<file path="config.mk">
export PLATFORM = sky130hd
export DESIGN_NAME = can_txab_top
export DESIGN_NICKNAME = d
export VERILOG_FILES = /design/src/rtl/can_txab_pkg.sv /design/src/rtl/can_txab_decode.sv /design/src/rtl/can_txab_slot.sv /design/src/rtl/can_txab_irq.sv /design/src/rtl/can_txab_top.sv
export SDC_FILE = /design/constraint.sdc
export NUM_CORES = 1
export LEC_CHECK = 0
export BUFFER_PORTS_ARGS = -buffer_cell sky130_fd_sc_hd__buf_2
export CORE_MARGIN = 2
export CORE_UTILIZATION = 30
export DETAILED_ROUTE_END_ITERATION = 6
export PLACE_DENSITY = 0.51
export SETUP_SLACK_MARGIN = 0.05
export SYNTH_ARGS = -nofsm -noshare
export SYNTH_HDL_FRONTEND = slang
export SYNTH_HIERARCHICAL = 1
export SYNTH_SLANG_ARGS = --single-unit
</file>
<file path="constraint.sdc">
create_clock -name clk -period 2.8 [get_ports clk]
set_input_delay 0.42 -clock clk [delete_from_list [all_inputs] [get_ports clk]]
set_output_delay 0.42 -clock clk [all_outputs]
set_load 0.05 [all_outputs]
</file>
<file path="src/rtl/can_txab_pkg.sv">
package can_txab_pkg;

   // upper bound accepted for the buffer count parameter
   localparam int unsigned TXAB_MAX_BUF = 8;

   // strobes from the transmit engine, grouped
   typedef struct packed {
      logic start;
      logic done;
      logic lost;
   } txab_evt_t;

   function automatic int unsigned txab_idx_w(input int unsigned n);
      return (n > 1) ? $clog2(n) : 1;
   endfunction

endpackage

</file>
<file path="src/rtl/can_txab_decode.sv">
module can_txab_decode #(
   parameter int unsigned NBUF = 3,
   parameter int unsigned IDXW = 2
) (
   input  logic [IDXW-1:0] idx_i,
   output logic [NBUF-1:0] sel_o
);

   initial begin
      assert (NBUF <= (1 << IDXW))
         else $error("can_txab_decode: index too narrow for NBUF");
   end

   for (genvar g = 0; g < NBUF; g++) begin : g_sel
      assign sel_o[g] = (idx_i == IDXW'(g));
   end

endmodule

</file>
<file path="src/rtl/can_txab_slot.sv">
module can_txab_slot
   import can_txab_pkg::*;
(
   input  logic      clk,
   input  logic      rst_n,
   input  logic      sel_i,
   input  txab_evt_t evt_i,
   input  logic      req_set_i,
   input  logic      empty_clr_i,
   output logic      req_o,
   output logic      ack_o,
   output logic      empty_o,
   output logic      busy_o
);

   logic req_q, ack_q, empty_q, busy_q;
   logic grant_idle, end_ok, end_bad, grant_lost;
   logic set_empty, set_ack, start_hit, claim;

   // abort of a loaded buffer that is not on the bus
   assign grant_idle = req_q & ~empty_q & ~busy_q;
   // end of this buffer's frame
   assign end_ok     = busy_q & evt_i.done;
   assign end_bad    = busy_q & evt_i.lost & ~evt_i.done;
   assign grant_lost = end_bad & req_q;

   assign set_empty  = grant_idle | end_ok | grant_lost;
   assign set_ack    = grant_idle | grant_lost;
   // a grant in this cycle beats a start for the same buffer
   assign start_hit  = evt_i.start & sel_i & ~empty_q & ~grant_idle;
   assign claim      = empty_clr_i & empty_q;

   always_ff @(posedge clk or negedge rst_n) begin
      if (!rst_n) begin
         req_q   <= 1'b0;
         ack_q   <= 1'b0;
         empty_q <= 1'b1;
         busy_q  <= 1'b0;
      end else begin
         if (set_empty)                 empty_q <= 1'b1;
         else if (claim)                empty_q <= 1'b0;

         if (set_ack)                   ack_q <= 1'b1;
         else if (claim)                ack_q <= 1'b0;

         if (set_empty)                 req_q <= 1'b0;
         else if (req_set_i & ~empty_q) req_q <= 1'b1;

         if (end_ok | end_bad)          busy_q <= 1'b0;
         else if (start_hit)            busy_q <= 1'b1;
      end
   end

   assign req_o   = req_q;
   assign ack_o   = ack_q;
   assign empty_o = empty_q;
   assign busy_o  = busy_q;


   ack_implies_empty_chk: assert property (@(posedge clk) disable iff (!rst_n)
      ack_q |-> empty_q);


   no_abort_on_bus_chk: assert property (@(posedge clk) disable iff (!rst_n)
      (busy_q && !evt_i.done && !evt_i.lost) |=> (!empty_q && busy_q));


   sent_no_ack_chk: assert property (@(posedge clk) disable iff (!rst_n)
      (busy_q && evt_i.done) |=> (empty_o && !ack_o && !req_o));


   lost_grant_chk: assert property (@(posedge clk) disable iff (!rst_n)
      (busy_q && evt_i.lost && !evt_i.done && req_q) |=> (empty_q && ack_q));


   empty_req_ignored_chk: assert property (@(posedge clk) disable iff (!rst_n)
      (empty_q && !req_q) |=> !req_q);


   req_cleared_on_empty_chk: assert property (@(posedge clk) disable iff (!rst_n)
      $rose(empty_q) |-> !req_q);

endmodule

</file>
<file path="src/rtl/can_txab_irq.sv">
module can_txab_irq #(
   parameter int unsigned NBUF    = 3,
   parameter bit          IRQ_REG = 1'b0
) (
   input  logic            clk,
   input  logic            rst_n,
   input  logic [NBUF-1:0] empty_i,
   input  logic [NBUF-1:0] en_i,
   output logic [NBUF-1:0] irq_o
);

   if (IRQ_REG) begin : g_reg
      logic [NBUF-1:0] irq_q;
      always_ff @(posedge clk or negedge rst_n) begin
         if (!rst_n) irq_q <= '0;
         else        irq_q <= empty_i & en_i;
      end
      assign irq_o = irq_q;


      irq_lag_chk: assert property (@(posedge clk) disable iff (!rst_n)
         ##1 (irq_o == $past(empty_i & en_i)));
   end else begin : g_comb
      assign irq_o = empty_i & en_i;
   end

endmodule

</file>
<file path="src/rtl/can_txab_top.sv">
module can_txab_top
   import can_txab_pkg::*;
#(
   parameter int unsigned NBUF    = 3,
   parameter bit          IRQ_REG = 1'b0,
   localparam int unsigned IDXW   = txab_idx_w(NBUF)
) (
   input  logic            clk,
   input  logic            rst_n,
   input  logic [NBUF-1:0] abort_req_set_i,
   input  logic [NBUF-1:0] empty_clr_i,
   input  logic [NBUF-1:0] irq_en_i,
   input  logic            tx_start_i,
   input  logic [IDXW-1:0] tx_buf_i,
   input  logic            tx_done_i,
   input  logic            tx_lost_i,
   output logic [NBUF-1:0] abort_req_o,
   output logic [NBUF-1:0] abort_ack_o,
   output logic [NBUF-1:0] empty_o,
   output logic [NBUF-1:0] tx_irq_o
);

   initial begin
      assert (NBUF >= 1 && NBUF <= TXAB_MAX_BUF)
         else $error("can_txab_top: NBUF out of range");
   end

   txab_evt_t       evt;
   logic [NBUF-1:0] sel, busy;

   assign evt.start = tx_start_i;
   assign evt.done  = tx_done_i;
   assign evt.lost  = tx_lost_i;

   can_txab_decode #(.NBUF(NBUF), .IDXW(IDXW)) i_decode (
      .idx_i (tx_buf_i),
      .sel_o (sel)
   );

   for (genvar g = 0; g < NBUF; g++) begin : g_slot
      can_txab_slot i_slot (
         .clk         (clk),
         .rst_n       (rst_n),
         .sel_i       (sel[g]),
         .evt_i       (evt),
         .req_set_i   (abort_req_set_i[g]),
         .empty_clr_i (empty_clr_i[g]),
         .req_o       (abort_req_o[g]),
         .ack_o       (abort_ack_o[g]),
         .empty_o     (empty_o[g]),
         .busy_o      (busy[g])
      );
   end

   can_txab_irq #(.NBUF(NBUF), .IRQ_REG(IRQ_REG)) i_irq (
      .clk     (clk),
      .rst_n   (rst_n),
      .empty_i (empty_o),
      .en_i    (irq_en_i),
      .irq_o   (tx_irq_o)
   );


   one_on_bus_chk: assert property (@(posedge clk) disable iff (!rst_n)
      $onehot0(busy));


   bus_buffer_loaded_chk: assert property (@(posedge clk) disable iff (!rst_n)
      ((busy & empty_o) == '0));

endmodule

</file>
## Word-level counts from Yosys, hierarchy flattened

Index checks and enable logic that the tools add are counted.

| storage, ports and cells | value |
|---|---|
| register bits after elaboration | 12 |
| input port bits | 16 |
| output and inout bits | 12 |
| logic and storage cells | 104 |

| operators by class | value |
|---|---|
| eq/ne operators | 2 |
| mux-type cells | 21 |
| bitwise operators | 56 |
| reductions and logical operators | 13 |

Operators with widths:

| cell | count |
|---|---|
| AND 1 bit | 33 |
| nonzero test 2 bit | 12 |
| 2-to-1 mux 1 bit | 21 |
| bitwise OR 1 bit | 12 |
| NOT 1 bit | 10 |
| AND 3 bit | 1 |
| == test 2 x 1 -> 1 bit, second input constant | 1 |
| == test 2 bit, second input constant | 1 |
| zero test 2 bit | 1 |

## Logic depth before layout (Yosys ltp)

Gate-level depths: netlist of the first run.

| depth | value |
|---|---|
| word-level depth | 7 |
| depth in mapped cells | 3 |
| depth with buffers taken out | 3 |

## Modules after synthesis

Netlist of the first run, hierarchy kept.

By module, submodules not included:

| module | instances | cells each | area an instance (µm²) | seq. area each (µm²) |
|---|---|---|---|---|
| can_txab_slot | 3 | 22 | 197.7 | 101.3 |
| can_txab_decode | 1 | 3 | 18.8 | 0.0 |
| can_txab_irq | 1 | 3 | 18.8 | 0.0 |

## Least setup slack after synthesis of the first run

Ideal clock, no wire load.

| timing path | value |
|---|---|
| path type | register to output |
| start point | reg g_slot[0].i_slot.empty_q |
| end point | out tx_irq_o[0] |
| arrival time | 1.189 ns |
| data required time | 2.380 ns |
| path slack | 1.191 ns |
| stages on the path, launching flop included | 2 |
| path buffers | 0 |
| path through | dfstp_2 and2_1 |

| on the way | value |
|---|---|
| word-level cells in the longest chain between the ends | 1 |

Ends and longest elaborated chain:

| what | RTL line | RTL |
|---|---|---|
| from (decl) | can_txab_slot.sv:16 | `logic req_q, ack_q, empty_q, busy_q;` |
| from (signal assigned) | can_txab_slot.sv:37 | `empty_q <= 1'b1;` |
| from (signal assigned) | can_txab_slot.sv:40 | `if (set_empty) empty_q <= 1'b1;` |
| from (signal assigned) | can_txab_slot.sv:41 | `else if (claim) empty_q <= 1'b0;` |
| AND 3 bit | can_txab_irq.sv:24 | `assign irq_o = empty_i & en_i;` |
| to (decl) | can_txab_top.sv:20 | `output logic [NBUF-1:0] tx_irq_o` |

Every way passes these cells.

## Final worst setup path of the first run

Ends and elaborated chain as after synthesis.

==> results of run 1 <==
-- cell families after synthesis --
kind of cell | count (synthesis) | synth area share, %
AND/OR/NAND/NOR | 33 | 25.6
flip-flops | 12 | 48.2
AO/OA/AOI/OAI | 18 | 20.8
buffers and inverters | 9 | 5.36
-- power by group through the flow --
stage	Clock (mW)	Combinational, mW	Sequential, mW
global placement	0	0.533	0.339
global route	0.150	0.558	0.355
CTS	0.142	0.528	0.341
detailed placement	0	0.528	0.344
floorplan	0	0.191	0.552
finish	0.137	0.523	0.340
-- per-stage QoR --
stage / setup WS, ns / hold slack (ns) / power [mW] / cells
final: 1.16 / 0.0187 / 1.00 / 130
after global routing: 1.10 / 0.0267 / 1.06 / 130
after CTS: 1.14 / 0.0216 / 1.01 / 130
after detailed placement: 1.44 / 0.316 / 0.872 / 126
after global placement: 1.46 / 0.322 / 0.872 / 126
after floorplan: 1.19 / 0.124 / 0.743 / 72
-- path summary, 6_finish.rpt --
| kind | to | slack [ns] | cells after the start |
|---|---|---|---|
| max | tx_irq_o[0] | 1.16 | 2 |
| min | g_slot[1].i_slot/req_o | 0.02 | 1 |
| max reg2reg | g_slot[2].i_slot/req_o | 1.81 | 3 |
| min reg2reg | g_slot[1].i_slot/ack_o | 0.49 | 2 |
| max in group asynchronous | g_slot[0].i_slot/empty_o | 2.51 | 1 |
| min in group clk | g_slot[2].i_slot/empty_o | 0.36 | 2 |
-- worst max-delay path, delay by kind of cell (launching register included) --
family	cells	cell delay [ns]
and+or+nand+nor	1	0.13
DFF	1	0.58
buffers and inverters	1	0.25
-- layout make-up --
class	instances	area, um2
fill	205	1150
sequential	12	304
multi-input combinational	51	293
timing repair buffer	27	135
clock buffer	4	36.3
inverter	9	33.8
tap	27	33.8
-- metal layers --
metal | share of wire [%] | vias up
li1 | - | 316
met1 | 46 | 299
met2 | 46 | 19
met3 | 6.8 | 2
met4 | 0.93 | 0
met5 | 0 | -
-- flip-flops by register name (all words and copies together), names as in the netlist --
signal / flops
g_slot.i_slot/empty_o: 3
g_slot.i_slot/busy_o: 3
g_slot.i_slot/req_o: 3
g_slot.i_slot/ack_o: 3
-- placed cells by master (no fill, tap or decap), types with 3 or more instances in the layout --
cell type   n
nand2_1    15
clkbuf_4    3
a21oi_1     3
dfstp_2     3
o22ai_1     3
dfrtp_1     9
nand3_1     6
nand2b_1    3
o211ai_1    6
o221ai_1    6
buf_2      27
and2_1      3
nor2_2      3
inv_1       9
==> metrics.txt, run 1 <==
fraction of layout cells with a size suffix above 1=between 30% and 40%; Core Region=approximately 2000 um2; summed negative setup slack over all endpoints=0 ns; root buf cell=clkbuf_4; count of flip-flops with a built-in enable after synthesis=0; maximum fanout along the worst path=6; TritonCTS clock tree=yes; setup repair bufs after CTS=0; met3 routing resource usage after global routing=3.94%; antenna viol nets, final=0; wire length of the first global-routing pass=between 2000 and 2500 um; Final Hold Vio Count=0; final design utilization=42.2%; min Tclk post-route=1.64 ns; DP Area=around 800 um2; area of the die=2480 um2; DRC violations left=0; pin count of the biggest net entering global routing=13; H-tree lvl count=1; share of power burned in registers=approximately a third; Critical Path Max Stage Delay=between 0.5 and 0.6 ns; Final nets=120; kind of end point of the critical path=output pin; CTS Sinks=12; RR Startpoint=g_slot[2].i_slot/empty_o; ys flop type=dfrtp_1; highest ir drop seen on vdd=461 uV; count of boundary I/O pins=28; Power per Cell Area=~1200 nW/um2; proportion of synthesized chip area in sequential cells=48.2%; Layout Skew=~0.0012 ns; Layout area overhead=32.5%; max-cap viol count=0; data required time of the critical path=approximately 2.4 ns; share of synthesized registers carrying an async set or reset=between 90% and 100%; worst hold path type=input pin to async pin; Initial Utilization=a little under a third; routed wire length=around 1500 um; total of warnings raised by yosys=6; later-pin clock latency in the skew report=about 0.26 ns; result of the run=completed; met1 usage=approximately 17%; relative slew slack=81.5%; share of the clock period used by the worst path=about three fifths; max-slew violation count=0; CTS-repair resized insts=0; vias in the first global route=around 580; clk slew on worst S/H paths=around 0.080 ns; met2 track utilization from global routing=21.1%; mean number of vias per cell=4.89; FF+latch count, synth=12; detailed-router iteration count before antenna repair=4; most frequent cell after synthesis=nand2_1; Routed WL per cell=11.6 um; TritonCTS Buffers=3; Rows=16; top achievable clock speed=0.608 GHz; final global-route overflow total=0; Post-Syn Area per Cell=~8.8 um2; Tot GR Track Use=between 10% and 20%; CP Class=register to output pin; fraction of synthesized cell area taken by the top area cell type=between 30% and 40%; Worst Path Arrival=between 1 and 1.5 ns; diode insertion count for antenna repair=0; number of antenna violations at the first check in global routing=0; cts hold-fix bufs=0; IO buf count=27; net count after synthesis=88; number of distinct library cells after synthesis=15; list of most frequent post-synthesis cells=nand2_1, dfrtp_1, inv_1; static leakage=0.396 nW; die boundary width=~50 um; highest-utilization routing layer at the global route stage=met2; most area-consuming cells after synthesis=dfrtp_1, dfstp_2, nand2_1; DIE HEIGHT=49.8 um; Int Pwr=about 0.48 mW; post-synth top area cell=dfrtp_1; drt first-iter violations=4; Combinational Power Share=approximately 52%; final HPWL from detailed placement=roughly 1200 um; count of vias placed by the detailed router=636; Cell Chain, Critical Path=and2_1 > buf_2; clock network fraction of total power=13.7%; cell area after technology mapping=between 600 and 700 um2; Non-Filler Cell Area, Final=between 800 and 900 um2; setup-violating endpoint count in the final report=0; Critical Path Slowest Stage Cell=dfstp_2; Mapped Cells=slightly above 70; final weighted congestion in routability-driven placement=between 0.7 and 0.8; pin slew with the least headroom to its limit=0.277 ns; switching part of the total power=between 50% and 60%; Net Sw Power=roughly 0.52 mW; Worst setup startpoint=g_slot[0].i_slot/empty_o; sort of element at the start of the critical path=register; unrepaired setup endpoints after global routing=false; maximum root-to-sink buffer count=2
Note: power is estimated with default switching activity, not from simulation.
==> run 2: changes to the inputs <==
PLACE_DENSITY = 0.53   (was 0.51)
clock period = 1.4 ns   (was 2.8 ns; I/O delays follow)
==> run 2 against run 1 <==
Compared with the run above:
- setup slack worse by 1.1 ns
- critical endpoint unchanged
- clock-buffer cell count unchanged
- critical path depth unchanged
- largest cell class unchanged
==> metrics.txt, run 2 (same netlist as run 1, synthesis figures left out) <==
routed wire length=1470 um (-2.5%); Rows=16 (unchanged); Sequential cell area=304 um2 (unchanged); most frequent standard cell in the layout excluding fill and tap cells=buf_2; IO buf count=27 (unchanged); kind of end point of the critical path=output pin; data required time of the critical path=1.19 ns (-1.19 ns); Finished Layout Cells=135 (+3.8%); diode insertion count for antenna repair=0 (unchanged); Core Region=1980 um2 (unchanged); Non-Filler Cell Area, Final=898 um2 (+7.5%); worst hold path type=input pin to register; Tot GR Track Use=13.9% (+0.66 points); pin slew with the least headroom to its limit=0.263 ns (-0.0141 ns); DP Area=803 um2 (+0.47%); DIE HEIGHT=49.8 um (unchanged); number of antenna violations at the first check in global routing=0 (unchanged); max-slew violation count=0 (unchanged); later-pin clock latency in the skew report=0.27 ns (about the same); summed negative setup slack over all endpoints=0 ns (unchanged); final HPWL from detailed placement=1090 um (-6.9%); Layout Skew=0.00678 ns (+0.00563 ns); DR top layer=met4; TritonCTS Buffers=3 (unchanged); unrepaired setup endpoints after global routing=true; final design utilization=45.3% (+3.2 points); Final Hold Vio Count=0 (unchanged); final weighted congestion in routability-driven placement=0.772 (+2.3%); detailed-router iteration count before antenna repair=4 (unchanged); H-tree lvl count=1 (unchanged); vias in the first global route=573 (-1.5%); sort of element at the start of the critical path=register; root buf cell=clkbuf_4; mean number of vias per cell=4.78 (-2.3%); relative slew slack=82.5% (+0.94 points); drt first-iter violations=4 (unchanged); static leakage=0.424 nW (+7.1%); post-layout power=2.09 mW (+110%); count of boundary I/O pins=28 (unchanged); final global-route overflow total=0 (unchanged); CTS Sinks=12 (unchanged); Final nets=125 (+4.2%); area of the die=2480 um2 (unchanged); pin count of the biggest net entering global routing=13 (unchanged); Routed WL per cell=10.9 um (-6.1%); antenna viol nets, final=0 (unchanged); result of the run=completed; TritonCTS clock tree=yes; Worst Path Arrival=1.10 ns (-0.12 ns); number of fill cells in the layout=210 (+2.4%); share of the clock period used by the worst path=between 90% and 100%; commonest cells after routing, fill and taps aside=buf_2, nand2_1, inv_1, dfrtp_1; highest ir drop seen on vdd=1170 uV (+150%); multi-input combinational cell area=299 um2 (+2.1%); maximum fanout along the worst path=3 (-3); CP Class=register to output pin; worst setup timing slack at the placement stage=0.240 ns (-1.20 ns); fraction of layout cells with a size suffix above 1=40.7% (+3.8 points); min Tclk post-route=1.31 ns; setup-violating endpoint count in the final report=0 (unchanged); Initial Utilization=31.8% (unchanged); Power per Cell Area=2330 nW/um2 (+94%); Met1 Wirelength=694 um (+0.43%); maximum root-to-sink buffer count=2 (unchanged); wire length of the first global-routing pass=2590 um (+3.6%); worst slack on hold paths=0.132 ns (+0.113 ns); met2 WL post-DR=660 um (-5.2%); Layout area overhead=42.5%; top achievable clock speed=0.762 GHz; count of vias placed by the detailed router=645 (+1.4%); die boundary width=49.8 um (unchanged); routed wire length on met3=98 um (-3.9%); DRC violations left=0 (unchanged); clk slew on worst S/H paths=0.08 ns (about the same); total placed cells including tap cells=126 (unchanged); max-cap viol count=0 (unchanged); post-route setup slack=0.0882 ns (-1.07 ns)
## run 2: cell count changes in the layout (fill, tap and decap cells not counted), sizes merged
cell	before	now
buf	27	31
dlygate4sd3	0	1
## run 2: layer usage
metal  GRT usage [%]  vias up
li1                -      327
met1            17.7      292
met2            21.6       24
met3            5.45        2
met4            4.17        0
met5               0        -
## run 2: timing repair
item	4_1_cts	5_1_grt
cloned	0	0
endpoints found under the setup margin	3	3
hold buffers	1	0
gates resized for setup	6	4
setup buffers	2	2
pin swaps	0	1
hold endpoints to repair	9	0
## run 2: worst max-delay path, cell delays in order, from the launching register on
cell and delay, ns:
dfstp_2 0.55, and2_4 0.14, buf_8 0.13
## run 2: worst paths after layout
path,slack [ns],start,depth (start not counted),end
worst min-delay path,0.13,empty_clr_i[0],2,g_slot[0].i_slot/empty_o
min in group asynchronous,0.34,rst_n,2,g_slot[1].i_slot/busy_o
worst min register to register,0.49,g_slot[2].i_slot/ack_o,2,g_slot[2].i_slot/ack_o
max in group asynchronous,0.79,rst_n,2,g_slot[2].i_slot/empty_o
worst max-delay path,0.09,g_slot[0].i_slot/empty_o,2,tx_irq_o[0]
worst max register to register,0.25,g_slot[1].i_slot/empty_o,5,g_slot[1].i_slot/req_o
## run 2: power by group
part	leakage [nW]	internal (mW)	switching [mW]
sequential	0.144	0.512	0.131
combinational	0.264	0.403	0.821
clock	0.0150	0.110	0.113
total	0.424	1.03	1.06
## run 2: layout make-up
type | count | area share [%]
multi-input combinational | 51 | 33.3
clock buffer | 4 | 2.92
sequential | 12 | 33.8
inverter | 9 | 3.76
tap | 27 | 3.76
timing repair buffer | 32 | 22.4
